`config.mk`:
```
export PLATFORM = sky130hd
export DESIGN_NAME = pec_engine
export DESIGN_NICKNAME = d
export VERILOG_FILES = /design/src/rtl/pec_pkg.sv /design/src/rtl/pec_crc_acc.sv /design/src/rtl/pec_seq.sv /design/src/rtl/pec_err_flag.sv /design/src/rtl/pec_engine.sv
export SDC_FILE = /design/constraint.sdc
export NUM_CORES = 1
export LEC_CHECK = 0
export ABC_AREA = 1
export BUFFER_PORTS_ARGS = -buffer_cell sky130_fd_sc_hd__buf_2
export CAP_MARGIN = 20
export CORE_UTILIZATION = 49
export CTS_CLUSTER_SIZE = 8
export DETAILED_ROUTE_END_ITERATION = 8
export PLACE_DENSITY = 0.83
export SKIP_CTS_REPAIR_TIMING = 1
export SLEW_MARGIN = 20
export SYNTH_ARGS = -nofsm -noshare
export SYNTH_HDL_FRONTEND = slang
export SYNTH_SLANG_ARGS = --single-unit
```
`constraint.sdc`:
```
create_clock -name clk -period 1.7 [get_ports clk]
set_input_delay 0.425 -clock clk [delete_from_list [all_inputs] [get_ports clk]]
set_output_delay 0.425 -clock clk [all_outputs]
set_load 0.01 [all_outputs]
```
`src/rtl/pec_pkg.sv`:
```
package pec_pkg;
    localparam int PEC_W = 8;

    typedef enum logic [2:0] {
        ST_RUN    = 3'd0,
        ST_TX_ARM = 3'd1,
        ST_TX_PEC = 3'd2,
        ST_RX_PEC = 3'd3,
        ST_LOST   = 3'd4
    } pec_state_t;
endpackage

```
`src/rtl/pec_crc_acc.sv`:
```
module pec_crc_acc #(
    parameter int            W    = pec_pkg::PEC_W,
    parameter logic [W-1:0]  POLY = 'h07
) (
    input  logic         clk,
    input  logic         rst_n,
    input  logic         clr,
    input  logic         fold,
    input  logic [W-1:0] din,
    output logic [W-1:0] crc_q,
    output logic [W-1:0] crc_nxt
);
    // bit-serial division, most significant bit first
    always_comb begin
        logic [W-1:0] acc;
        logic         fb;
        acc = crc_q;
        for (int i = W - 1; i >= 0; i--) begin
            fb  = acc[W-1] ^ din[i];
            acc = {acc[W-2:0], 1'b0} ^ (fb ? POLY : '0);
        end
        crc_nxt = acc;
    end

    always_ff @(posedge clk or negedge rst_n) begin
        if (!rst_n)     crc_q <= '0;
        else if (clr)   crc_q <= '0;
        else if (fold)  crc_q <= crc_nxt;
    end
endmodule

```
`src/rtl/pec_seq.sv`:
```
module pec_seq
    import pec_pkg::*;
(
    input  logic clk,
    input  logic rst_n,
    input  logic pec_en,
    input  logic dma_en,
    input  logic dir_tx,
    input  logic role_master,
    input  logic last_xfer,
    input  logic start_det,
    input  logic arb_lost,
    input  logic tx_stb,
    input  logic rx_stb,
    input  logic dma_eot,
    input  logic dma_eot_pre,
    input  logic sw_pec_req,
    output logic fold_en,
    output logic crc_clr,
    output logic chk_stb,
    output logic send_pec,
    output logic next_is_pec,
    output logic nack_req,
    output logic dma_req_pec,
    output logic crc_corrupt
);
    pec_state_t state_q, state_d;
    logic       nack_q, nack_d;
    logic       via_dma_q, via_dma_d;
    logic       dma_req_q;
    logic       tx_go, rx_go;

    assign tx_go = pec_en &&  dir_tx && (dma_en ? dma_eot     : sw_pec_req);
    assign rx_go = pec_en && !dir_tx && (dma_en ? dma_eot_pre : sw_pec_req);

    // state register
    always_ff @(posedge clk or negedge rst_n) begin
        if (!rst_n) begin
            state_q   <= ST_RUN;
            nack_q    <= 1'b0;
            via_dma_q <= 1'b0;
            dma_req_q <= 1'b0;
        end else begin
            state_q   <= state_d;
            nack_q    <= nack_d;
            via_dma_q <= via_dma_d;
            dma_req_q <= chk_stb && via_dma_q;
        end
    end

    // next state
    always_comb begin
        state_d   = state_q;
        nack_d    = nack_q;
        via_dma_d = via_dma_q;
        chk_stb   = 1'b0;
        if (start_det) begin
            state_d = ST_RUN;
            nack_d  = 1'b0;
        end else if (arb_lost) begin
            state_d = ST_LOST;
            nack_d  = 1'b0;
        end else begin
            unique case (state_q)
                ST_RUN: begin
                    if (tx_go) begin
                        state_d   = dma_en ? ST_TX_ARM : ST_TX_PEC;
                        via_dma_d = dma_en;
                    end else if (rx_go) begin
                        state_d   = ST_RX_PEC;
                        via_dma_d = dma_en;
                        nack_d    = dma_en && role_master && last_xfer;
                    end
                end
                ST_TX_ARM: if (tx_stb) state_d = ST_TX_PEC;
                ST_TX_PEC: if (tx_stb) state_d = ST_RUN;
                ST_RX_PEC: begin
                    if (rx_stb) begin
                        chk_stb = 1'b1;
                        state_d = ST_RUN;
                        nack_d  = 1'b0;
                    end
                end
                ST_LOST:   state_d = ST_LOST;
                default:   state_d = ST_RUN;
            endcase
        end
    end

    // outputs
    always_comb begin
        crc_clr     = start_det;
        fold_en     = (tx_stb || rx_stb) && (state_q != ST_LOST) && !start_det;
        send_pec    = (state_q == ST_TX_PEC);
        next_is_pec = (state_q == ST_RX_PEC);
        nack_req    = (state_q == ST_RX_PEC) && nack_q;
        crc_corrupt = (state_q == ST_LOST);
        dma_req_pec = dma_req_q;
    end
endmodule

```
`src/rtl/pec_err_flag.sv`:
```
module pec_err_flag (
    input  logic clk,
    input  logic rst_n,
    input  logic chk_stb,
    input  logic mismatch,
    input  logic clr,
    input  logic irq_en,
    output logic err_q,
    output logic irq
);
    always_ff @(posedge clk or negedge rst_n) begin
        if (!rst_n)                    err_q <= 1'b0;
        else if (chk_stb && mismatch)  err_q <= 1'b1;
        else if (clr)                  err_q <= 1'b0;
    end

    assign irq = err_q && irq_en;
endmodule

```
`src/rtl/pec_engine.sv`:
```
module pec_engine #(
    parameter int                       W    = pec_pkg::PEC_W,
    parameter logic [pec_pkg::PEC_W-1:0] POLY = 8'h07
) (
    input  logic         clk,
    input  logic         rst_n,
    input  logic         pec_en,
    input  logic         dma_en,
    input  logic         dir_tx,
    input  logic         role_master,
    input  logic         last_xfer,
    input  logic         err_irq_en,
    input  logic         start_det,
    input  logic         arb_lost,
    input  logic         tx_stb,
    input  logic [W-1:0] tx_byte,
    input  logic         rx_stb,
    input  logic [W-1:0] rx_byte,
    input  logic         dma_eot,
    input  logic         dma_eot_pre,
    input  logic         sw_pec_req,
    input  logic         pec_err_clr,
    output logic [W-1:0] crc_val,
    output logic         send_pec,
    output logic         next_is_pec,
    output logic         nack_req,
    output logic         dma_req_pec,
    output logic         crc_corrupt,
    output logic         pec_err,
    output logic         pec_irq
);
    logic         fold_en, crc_clr, chk_stb;
    logic [W-1:0] crc_nxt, din;

    assign din = tx_stb ? tx_byte : rx_byte;

    pec_crc_acc #(.W(W), .POLY(POLY[W-1:0])) u_crc (
        .clk     (clk),
        .rst_n   (rst_n),
        .clr     (crc_clr),
        .fold    (fold_en),
        .din     (din),
        .crc_q   (crc_val),
        .crc_nxt (crc_nxt)
    );

    pec_seq u_seq (
        .clk         (clk),
        .rst_n       (rst_n),
        .pec_en      (pec_en),
        .dma_en      (dma_en),
        .dir_tx      (dir_tx),
        .role_master (role_master),
        .last_xfer   (last_xfer),
        .start_det   (start_det),
        .arb_lost    (arb_lost),
        .tx_stb      (tx_stb),
        .rx_stb      (rx_stb),
        .dma_eot     (dma_eot),
        .dma_eot_pre (dma_eot_pre),
        .sw_pec_req  (sw_pec_req),
        .fold_en     (fold_en),
        .crc_clr     (crc_clr),
        .chk_stb     (chk_stb),
        .send_pec    (send_pec),
        .next_is_pec (next_is_pec),
        .nack_req    (nack_req),
        .dma_req_pec (dma_req_pec),
        .crc_corrupt (crc_corrupt)
    );

    // zero remainder after folding the code byte means pass
    pec_err_flag u_err (
        .clk      (clk),
        .rst_n    (rst_n),
        .chk_stb  (chk_stb),
        .mismatch (crc_nxt != '0),
        .clr      (pec_err_clr),
        .irq_en   (err_irq_en),
        .err_q    (pec_err),
        .irq      (pec_irq)
    );
endmodule

```
==> out/metrics.cfg, run 1 <==
[routing]
avgViaCountPerCell=5.04
routed_wirelength_um=3450
post_drt_wl_per_cell_um=10.6
first_pass_iters=4
vias=1648
antenna_left=0
drt-initial-drc-count=54
drc_errors=0

[floorplan]
die_w_um=53.5
dieArea_um2=2870
num_io_pins=47
fp.coreArea_um2=2500
rows=18
initial_core_util=0.521
die_h_um=53.5

[final_layout]
diodes=0
layout-drive-gt1-share=0.256
final_cell_area_um2=1740
layout_commonest_cell=nand2_1
final_nets=331
area_delta_synth_final_pct=33.5
utilization=0.695
fillers=230
mostFrequentLayoutCells=nand2_1, buf_2, inv_1, nand3_1, buf_4

[synthesis]
synth.avg_cell_area_um2=5.66
synthesis.area_um2=1300
ys.warnings.count=0
synth_cell_types=19
synthCells=230
syn-num-nets=263
ys_seq_elements=15
seq_area_frac_synth=0.288

[worst_setup_path]
cp_max_fo=6
startpoint_type=register
crit_slowest_cell=dfrtp_2
arrival_ns=1.21
worstSetupPathType=reg -> out
endpoint_kind=output port
cp_cell_sequence=nor3_1, buf_2
critPathMaxStageDelay_ns=0.45
worstPathRequired_ns=1.27

[flow_run]
cap_violations=0

[sta]
skew_ns=0.00206
tightest_slew_ns=0.342
fin_crit_sh=0.963
period_minus_slack_ns=1.64
rsz0062_at_grt=true
finalHoldViolCount=0
report.final.slew_viol_count=0
fmax_mhz=611
setup_viol=0
slew_headroom=0.772

[cts]
tritoncts=yes
cts_htree_levels=1
root_buffer=clkbuf_4
clk_latency_ns=0.28
clock-sinks=15
numCtsBuffers=3
cts_buffer_depth=2
cts.reportedPaths.clkPinSlew_ns=0.09

[grt]
antenna_found_initial=0
grt-ovfl-total=0
grt_pass1_wl_um=5500
grt_pass1_vias=1345
grt_max_degree=16
grt_use_total=0.266

[placement]
placement.io_buffers=46
dp_hpwl_um=2810
gp_congestion=0.896
dpl-instance-area_um2=1700

[min_path]
hp-class=in -> async

[status]
status=finished clean

[power_and_ir_drop]
peakVddDrop_mv=0.721
p_leak_nw=1.09
power_mw=1.52
p_per_area_nw_per_um2=873

Yosys cell counts, drive strengths merged:
master | count | area share
a21oi | 1 | 0.0038
a221o | 1 | 0.0077
a41oi | 1 | 0.0067
buf | 2 | 0.012
dfrtp | 15 | 0.29
ha | 1 | 0.0096
inv | 38 | 0.11
nand2 | 112 | 0.33
nand3 | 24 | 0.092
nand3b | 3 | 0.017
nand4 | 1 | 0.0048
nor2 | 7 | 0.020
nor3 | 4 | 0.015
nor4 | 1 | 0.0048
o21ai | 13 | 0.050
o22ai | 4 | 0.019
o311ai | 2 | 0.013
cells by family (layout without fill, tap and decap cells):
group / after synthesis / in the layout / share of synthesized area
AND/OR/NAND/NOR: 152 / 152 / 0.480
adder cells (fa/ha/maj): 1 / 1 / 0.00961
AO/OA/AOI/OAI: 22 / 22 / 0.101
flip-flops: 15 / 15 / 0.288
buffers and inverters: 40 / 107 / 0.121
metrics by stage:
step | setup TNS, ns | worst slack, ns | cells | hold WS [ns]
6_report | 0 | 0.0634 | 327 | 0.0323
2_1_floorplan | 0 | 0.0879 | 230 | 0.129
5_1_grt | -0.00727 | -0.00727 | 327 | 0.0483
3_5_place_dp | -0.446 | -0.171 | 323 | 0.357
3_3_place_gp | -0.236 | -0.120 | 323 | 0.360
4_1_cts | 0 | 0.0256 | 327 | 0.0394
layout make-up:
type                    instances  area, um^2  share of cell area
clock buffers                   4        26.3              0.0151
repair buffers                 65         375               0.216
flip-flops and latches         15         377               0.217
well taps                      30        37.5              0.0216
multi-input cells             175         776               0.447
inverters                      38         145              0.0836
state kept, by name, indices dropped and copies added (netlist names):
register           flops
u_crc.crc_q            8
u_err.err_q            1
u_seq.dma_req_pec      1
u_seq.nack_q           1
u_seq.state_q          3
u_seq.via_dma_q        1
worst max-delay path: cells and delay by family, from the launching register on:
kind / cells / cell delay [ns]
buf+inv: 1 / 0.19
flops: 1 / 0.45
simple gates: 1 / 0.29
worst paths after layout:
kind | slack (ns) | from | cells past startpoint | to
max | 0.06 | u_seq.state_q[1] | 2 | crc_corrupt
min | 0.03 | rst_n | 1 | u_crc.crc_q[4]
max reg2reg | 0.15 | u_seq.state_q[1] | 7 | u_crc.crc_q[5]
min reg2reg | 0.51 | u_err.err_q | 2 | u_err.err_q
max in group asynchronous | 1.40 | rst_n | 1 | u_seq.state_q[1]
min in group clk | 0.32 | start_det | 2 | u_seq.state_q[2]
power by group:
part           internal, mW  switching, mW
registers             0.417         0.0535
clock network        0.0911          0.113
logic                 0.345          0.497
metal layers:
metal / up-vias / global-route usage / share of wire
met2: 60 / 0.460 / 0.50
met4: 0 / 0.0833 / 0.010
met5: - / 0 / 0
met1: 725 / 0.344 / 0.44
li1: 859 / - / -
met3: 4 / 0.0311 / 0.059
No activity file was read; power rests on OpenSTA's default activity.
==> run 2: changes to the inputs <==
--- a/config.mk
+++ b/config.mk
@@ -6,12 +6,14 @@
 export NUM_CORES = 1
 export LEC_CHECK = 0
 export ABC_AREA = 1
-export BUFFER_PORTS_ARGS = -buffer_cell sky130_fd_sc_hd__buf_2
 export CAP_MARGIN = 20
-export CORE_UTILIZATION = 49
+export CORE_UTILIZATION = 60
 export CTS_CLUSTER_SIZE = 8
 export DETAILED_ROUTE_END_ITERATION = 8
-export PLACE_DENSITY = 0.83
+export DONT_BUFFER_PORTS = 1
+export GPL_ROUTABILITY_DRIVEN = 0
+export PLACE_DENSITY = 0.8
+export RECOVER_POWER = 100
 export SKIP_CTS_REPAIR_TIMING = 1
 export SLEW_MARGIN = 20
 export SYNTH_ARGS = -nofsm -noshare
==> out/metrics.cfg, run 2 (synthesis gave the netlist of run 1 again) <==
[final_layout]
diodes=0  ; unchanged
max_flop_register=u_crc.crc_q
ff_latch_area_um2=378  ; +0.33%
layout-drive-gt1-share=0.133  ; -0.123
largest_reg_flops=8  ; unchanged
area_delta_synth_final_pct=13.7
fillers=163  ; -29%
final_nets=275  ; -17%
reg.largest.list=u_crc.crc_q x8, u_seq.state_q x3
mostFrequentLayoutCells=nand2_1, inv_1, nand3_1, o21ai_0, dfrtp_1
layout_commonest_cell=nand2_1
multiInputGateArea_um2=828  ; +6.8%

[power_and_ir_drop]
peakVddDrop_mv=0.616  ; -15%
p_clk_frac=0.143  ; +0.008
sw_frac_of_total=0.465  ; +0.0272
p_switching_mw=0.684  ; +3.1%
p_comb_frac=0.514  ; -0.041
power.internal_mw=0.788  ; -7.6%
p_per_area_nw_per_um2=995  ; +14%
power_mw=1.47  ; -2.9%
p_seq_frac=0.343  ; +0.033
p_leak_nw=0.854  ; -22%

[sta]
fmax_mhz=610  ; -0.16%
skew_ns=0.00526  ; +0.00320 ns
report.final.slew_viol_count=0  ; unchanged
period_minus_slack_ns=1.64  ; +0.00263 ns
setup_viol=0  ; unchanged
fin_crit_sh=0.964  ; +0.00155
slew_headroom=0.510  ; -0.262
rsz0062_at_grt=true
tightest_slew_ns=0.733  ; +0.391 ns
setup_tns_ns=0  ; unchanged
finalHoldViolCount=0  ; unchanged

[routing]
avgViaCountPerCell=5.67  ; +12%
vias=1519  ; -7.8%
post_drt_wl_per_cell_um=13.4  ; +27%
antenna_left=0  ; unchanged
drc_errors=0  ; unchanged
drt-initial-drc-count=42  ; -22%
first_pass_iters=5  ; +1
routed_wirelength_um=3590  ; +3.8%

[floorplan]
num_io_pins=47  ; unchanged
initial_core_util=0.650  ; +0.129
die_w_um=48.6  ; -9.3%
die_h_um=48.6  ; -9.3%
fp.coreArea_um2=2000  ; -20%
dieArea_um2=2360  ; -18%
rows=16  ; -2

[worst_setup_path]
worstPathRequired_ns=1.88  ; +0.61 ns
cp_cell_sequence=inv_2, nand3_2, nand2_2, buf_4, nand2_1, nand2_2, ha_4, nand3_2, nor2_2, nand3_1, nand2_1, nand2_1
rr_worst_depth=12  ; +5
crit_path_start=u_crc.crc_q[7]
reg2reg_slack_ns=0.06  ; -0.09 ns
cp_max_fo=4  ; -2
endpoint_kind=register
r2r_start=u_crc.crc_q[7]
cpMostUsedCell=nand2_1
worstSetupPathType=reg -> reg
path_depth=12  ; +10
crit_path_end=u_err.err_q
crit_slowest_cell=dfrtp_2
startpoint_type=register
timing.rr.end=u_err.err_q
path_buf_inv=2  ; +1
arrival_ns=1.82  ; +0.61 ns
cpLargestDelayFamily=simple AND/OR/NAND/NOR gates
critPathMaxStageDelay_ns=0.46  ; about the same

[grt]
grt.busiest_layer=met2
grt_max_degree=16  ; unchanged
grt_pass1_vias=1424  ; +5.9%
grt_util_met2=0.582  ; +0.122
met1_usage=0.308  ; -0.0359
grtUsageMet3=0.0440  ; +0.0130
antenna_found_initial=0  ; unchanged
grt_pass1_wl_um=5380  ; -2.1%
grt-ovfl-total=0  ; unchanged
grt_use_total=0.293  ; +0.0272

[cts]
tritoncts=yes
clock-sinks=15  ; unchanged
cts_htree_levels=1  ; unchanged
root_buffer=clkbuf_4
cts.reportedPaths.clkPinSlew_ns=0.10  ; about the same
numCtsBuffers=3  ; unchanged
cts_buffer_depth=2  ; unchanged
clk_latency_ns=0.28  ; about the same

[placement]
placement.io_buffers=0  ; -100%
dp_hpwl_um=2640  ; -5.9%

[flow_run]
cap_violations=0  ; unchanged

[status]
status=finished clean

[min_path]
hp-class=in -> reg

==> run 2: worst min-delay path by stage <==
stage | startpoint | endpoint | slack (ns) | cells after the start
CTS | rst_n | u_crc.crc_q[5] | -0.19 | 0
detailed placement | rst_n | u_crc.crc_q[5] | 0.13 | 0
finish | start_det | u_seq.state_q[2] | 0.19 | 1
floorplan | rst_n | u_crc.crc_q[0] | 0.13 | 0
global route | start_det | u_seq.state_q[2] | 0.17 | 1
global placement | rst_n | u_crc.crc_q[3] | 0.13 | 0
==> run 2: cell type report <==
cell class,count,share of cell area
clock buffers,4,0.0178
flip-flops and latches,15,0.255
multi-input cells,175,0.560
inverters,38,0.0964
repair buffers,9,0.0474
well taps,27,0.0228
==> run 2: layer usage <==
layer	routed length [um]	vias to the layer above
met5	0	-
met4	125	0
met3	279	16
met2	1860	93
met1	1320	662
li1	-	748
==> run 2: power groups by stage <==
stage	registers [mW]	clock network [mW]	logic [mW]
final	0.504	0.211	0.756
after global routing	0.512	0.229	0.845
after CTS	0.501	0.216	0.595
after detailed placement	0.508	0	0.591
after global placement	0.503	0	0.572
after floorplan	0.492	0	0.483
==> run 2: stage by stage <==
step	utilization	instances	area, um^2	hold WS [ns]	setup slack [ns]
after floorplan	-	230	1300	0.129	0.0879
after global placement	0.667	257	1340	0.130	0.0691
after detailed placement	0.667	257	1340	0.130	-0.0304
after CTS	0.680	261	1360	-0.186	0.0279
after global routing	0.739	268	1480	0.168	-0.0679
final	0.739	268	1480	0.185	0.0607
==> run 3: changes to the inputs <==
--- a/config.mk
+++ b/config.mk
@@ -7,12 +7,12 @@
 export LEC_CHECK = 0
 export ABC_AREA = 1
 export CAP_MARGIN = 20
-export CORE_UTILIZATION = 60
+export CORE_UTILIZATION = 62
 export CTS_CLUSTER_SIZE = 8
 export DETAILED_ROUTE_END_ITERATION = 8
 export DONT_BUFFER_PORTS = 1
 export GPL_ROUTABILITY_DRIVEN = 0
-export PLACE_DENSITY = 0.8
+export PLACE_DENSITY = 0.82
 export RECOVER_POWER = 100
 export SKIP_CTS_REPAIR_TIMING = 1
 export SLEW_MARGIN = 20
==> out/metrics.cfg, run 3 (synthesis gave the netlist of run 1 again) <==
[grt]
antenna_found_initial=0  ; unchanged
grt-ovfl-total=0  ; unchanged
grt_pass1_vias=1215  ; -15%
grt_max_degree=16  ; unchanged
grt_pass1_wl_um=4650  ; -14%
grt_use_total=0.295  ; +0.00179

[routing]
avgViaCountPerCell=5.76  ; +1.7%
antenna_left=0  ; unchanged
post_drt_wl_per_cell_um=13.2  ; -1.6%
drt-initial-drc-count=44  ; +4.8%
drc_errors=0  ; unchanged
routed_wirelength_um=3490  ; -2.7%
first_pass_iters=4  ; -1
vias=1527  ; +0.53%

[worst_setup_path]
reg2reg_slack_ns=0.07  ; about the same
cp_max_fo=4  ; unchanged
startpoint_type=register
worstSetupPathType=reg -> reg
arrival_ns=1.81  ; about the same
endpoint_kind=register
r2r_start=u_crc.crc_q[7]
worstPathRequired_ns=1.88  ; about the same
crit_path_start=u_crc.crc_q[7]

[floorplan]
rows=16  ; unchanged
dieArea_um2=2290  ; -3.1%
initial_core_util=0.663  ; +0.0133
die_w_um=47.8  ; -1.6%
die_h_um=47.8  ; -1.6%
fp.coreArea_um2=1960  ; -2.0%
num_io_pins=47  ; unchanged

[sta]
fin_crit_sh=0.957  ; -0.00727
tightest_slew_ns=0.758  ; +0.0245 ns
setup_viol=0  ; unchanged
report.final.slew_viol_count=0  ; unchanged
period_minus_slack_ns=1.63  ; -0.0124 ns
finalHoldViolCount=0  ; unchanged
worst_hold_slack_ns=0.190  ; +0.00460 ns
rsz0062_at_grt=true
fmax_mhz=615  ; +0.76%
skew_ns=0.00126  ; -0.00400 ns
setup_tns_ns=0  ; unchanged
slew_headroom=0.493  ; -0.0164

[min_path]
hp-start=start_det
hp-class=in -> reg

[placement]
placed_cells=257  ; unchanged
dp_hpwl_um=2630  ; -0.46%
dpl-instance-area_um2=1340  ; unchanged
placement.io_buffers=0  ; unchanged

[cts]
cts.reportedPaths.clkPinSlew_ns=0.09  ; about the same
numCtsBuffers=3  ; unchanged
cts_htree_levels=1  ; unchanged
root_buffer=clkbuf_4
clock-sinks=15  ; unchanged
tritoncts=yes
cts_buffer_depth=2  ; unchanged
clk_latency_ns=0.28  ; about the same

[final_layout]
largest_reg_flops=8  ; unchanged
instances_no_fill=265  ; -1.1%
fillers=184  ; +13%
area_delta_synth_final_pct=10.8
reg.largest.list=u_crc.crc_q x8, u_seq.state_q x3
layout-drive-gt1-share=0.105  ; -0.0277
layout_commonest_cell=nand2_1
diodes=0  ; unchanged
mostFrequentLayoutCells=nand2_1, inv_1, nand3_1, o21ai_0, dfrtp_1
final_nets=272  ; -1.1%
max_flop_register=u_crc.crc_q
final_cell_area_um2=1440  ; -2.5%

[power_and_ir_drop]
p_comb_frac=0.493  ; -0.021
p_leak_nw=0.835  ; -2.2%
p_per_area_nw_per_um2=966  ; -2.9%
power_mw=1.39  ; -5.4%
p_switching_mw=0.637  ; -6.8%
peakVddDrop_mv=0.794  ; +29%
power.internal_mw=0.755  ; -4.2%
p_seq_frac=0.359  ; +0.016
sw_frac_of_total=0.458  ; -0.00683
p_clk_frac=0.148  ; +0.005

[status]
status=finished clean

[flow_run]
cap_violations=0  ; unchanged

## run 3: changes by cell type in the layout (fill, tap and decap cells not counted)
cell,delta
nand3_2,-2
nand3_1,+2
nand2_1,+2
nand2_2,-2
buf_4,-3
## run 3: final timing paths
check	endpoint	cells after the start
min in group asynchronous	u_crc.crc_q[6]	1
max in group asynchronous	u_crc.crc_q[7]	1
worst min register to register	u_seq.dma_req_pec	2
worst min-delay path	u_seq.state_q[2]	1
worst max-delay path	u_err.err_q	13
worst max register to register	u_err.err_q	13
## run 3: power by group through the flow
stage	logic (mW)	clock network, mW	registers [mW]
4_1_cts	0.591	0.214	0.495
3_5_place_dp	0.587	0	0.503
5_1_grt	0.771	0.229	0.515
2_1_floorplan	0.483	0	0.492
3_3_place_gp	0.564	0	0.500
6_report	0.687	0.205	0.500
## run 3: critical path, cell delays in order, from the launching register on
cell,delay (ns)
dfrtp_2,0.46
inv_2,0.10
nand3_2,0.08
nand2_2,0.11
nand2_2,0.07
nand2_1,0.06
nand2_1,0.06
nand2_2,0.11
ha_4,0.13
nand3_1,0.07
nor2_1,0.10
nand3_1,0.07
nand2_1,0.06
nand2_1,0.05
## run 3: cell type report
cell class,count,area [um^2],area share
clock buffer,4,26.3,0.0182
inverter,38,143,0.0990
multi-input combinational,175,813,0.564
sequential,15,378,0.262
tap,27,33.8,0.0234
timing repair buffer,6,47.5,0.0330
## run 3: metal layers
metal / track usage / routed length [um] / vias to the layer above
met5: 0 / 0 / -
met4: 0.122 / 31 / 0
met3: 0.0226 / 189 / 4
met2: 0.576 / 1900 / 69
met1: 0.322 / 1370 / 710
li1: - / - / 744
## run 3: through the flow
stage	worst slack (ns)	util
floorplan	0.0879	-
global placement	0.0862	0.680
detailed placement	-0.00185	0.680
CTS	0.0202	0.694
global route	-0.0360	0.735
finish	0.0731	0.735
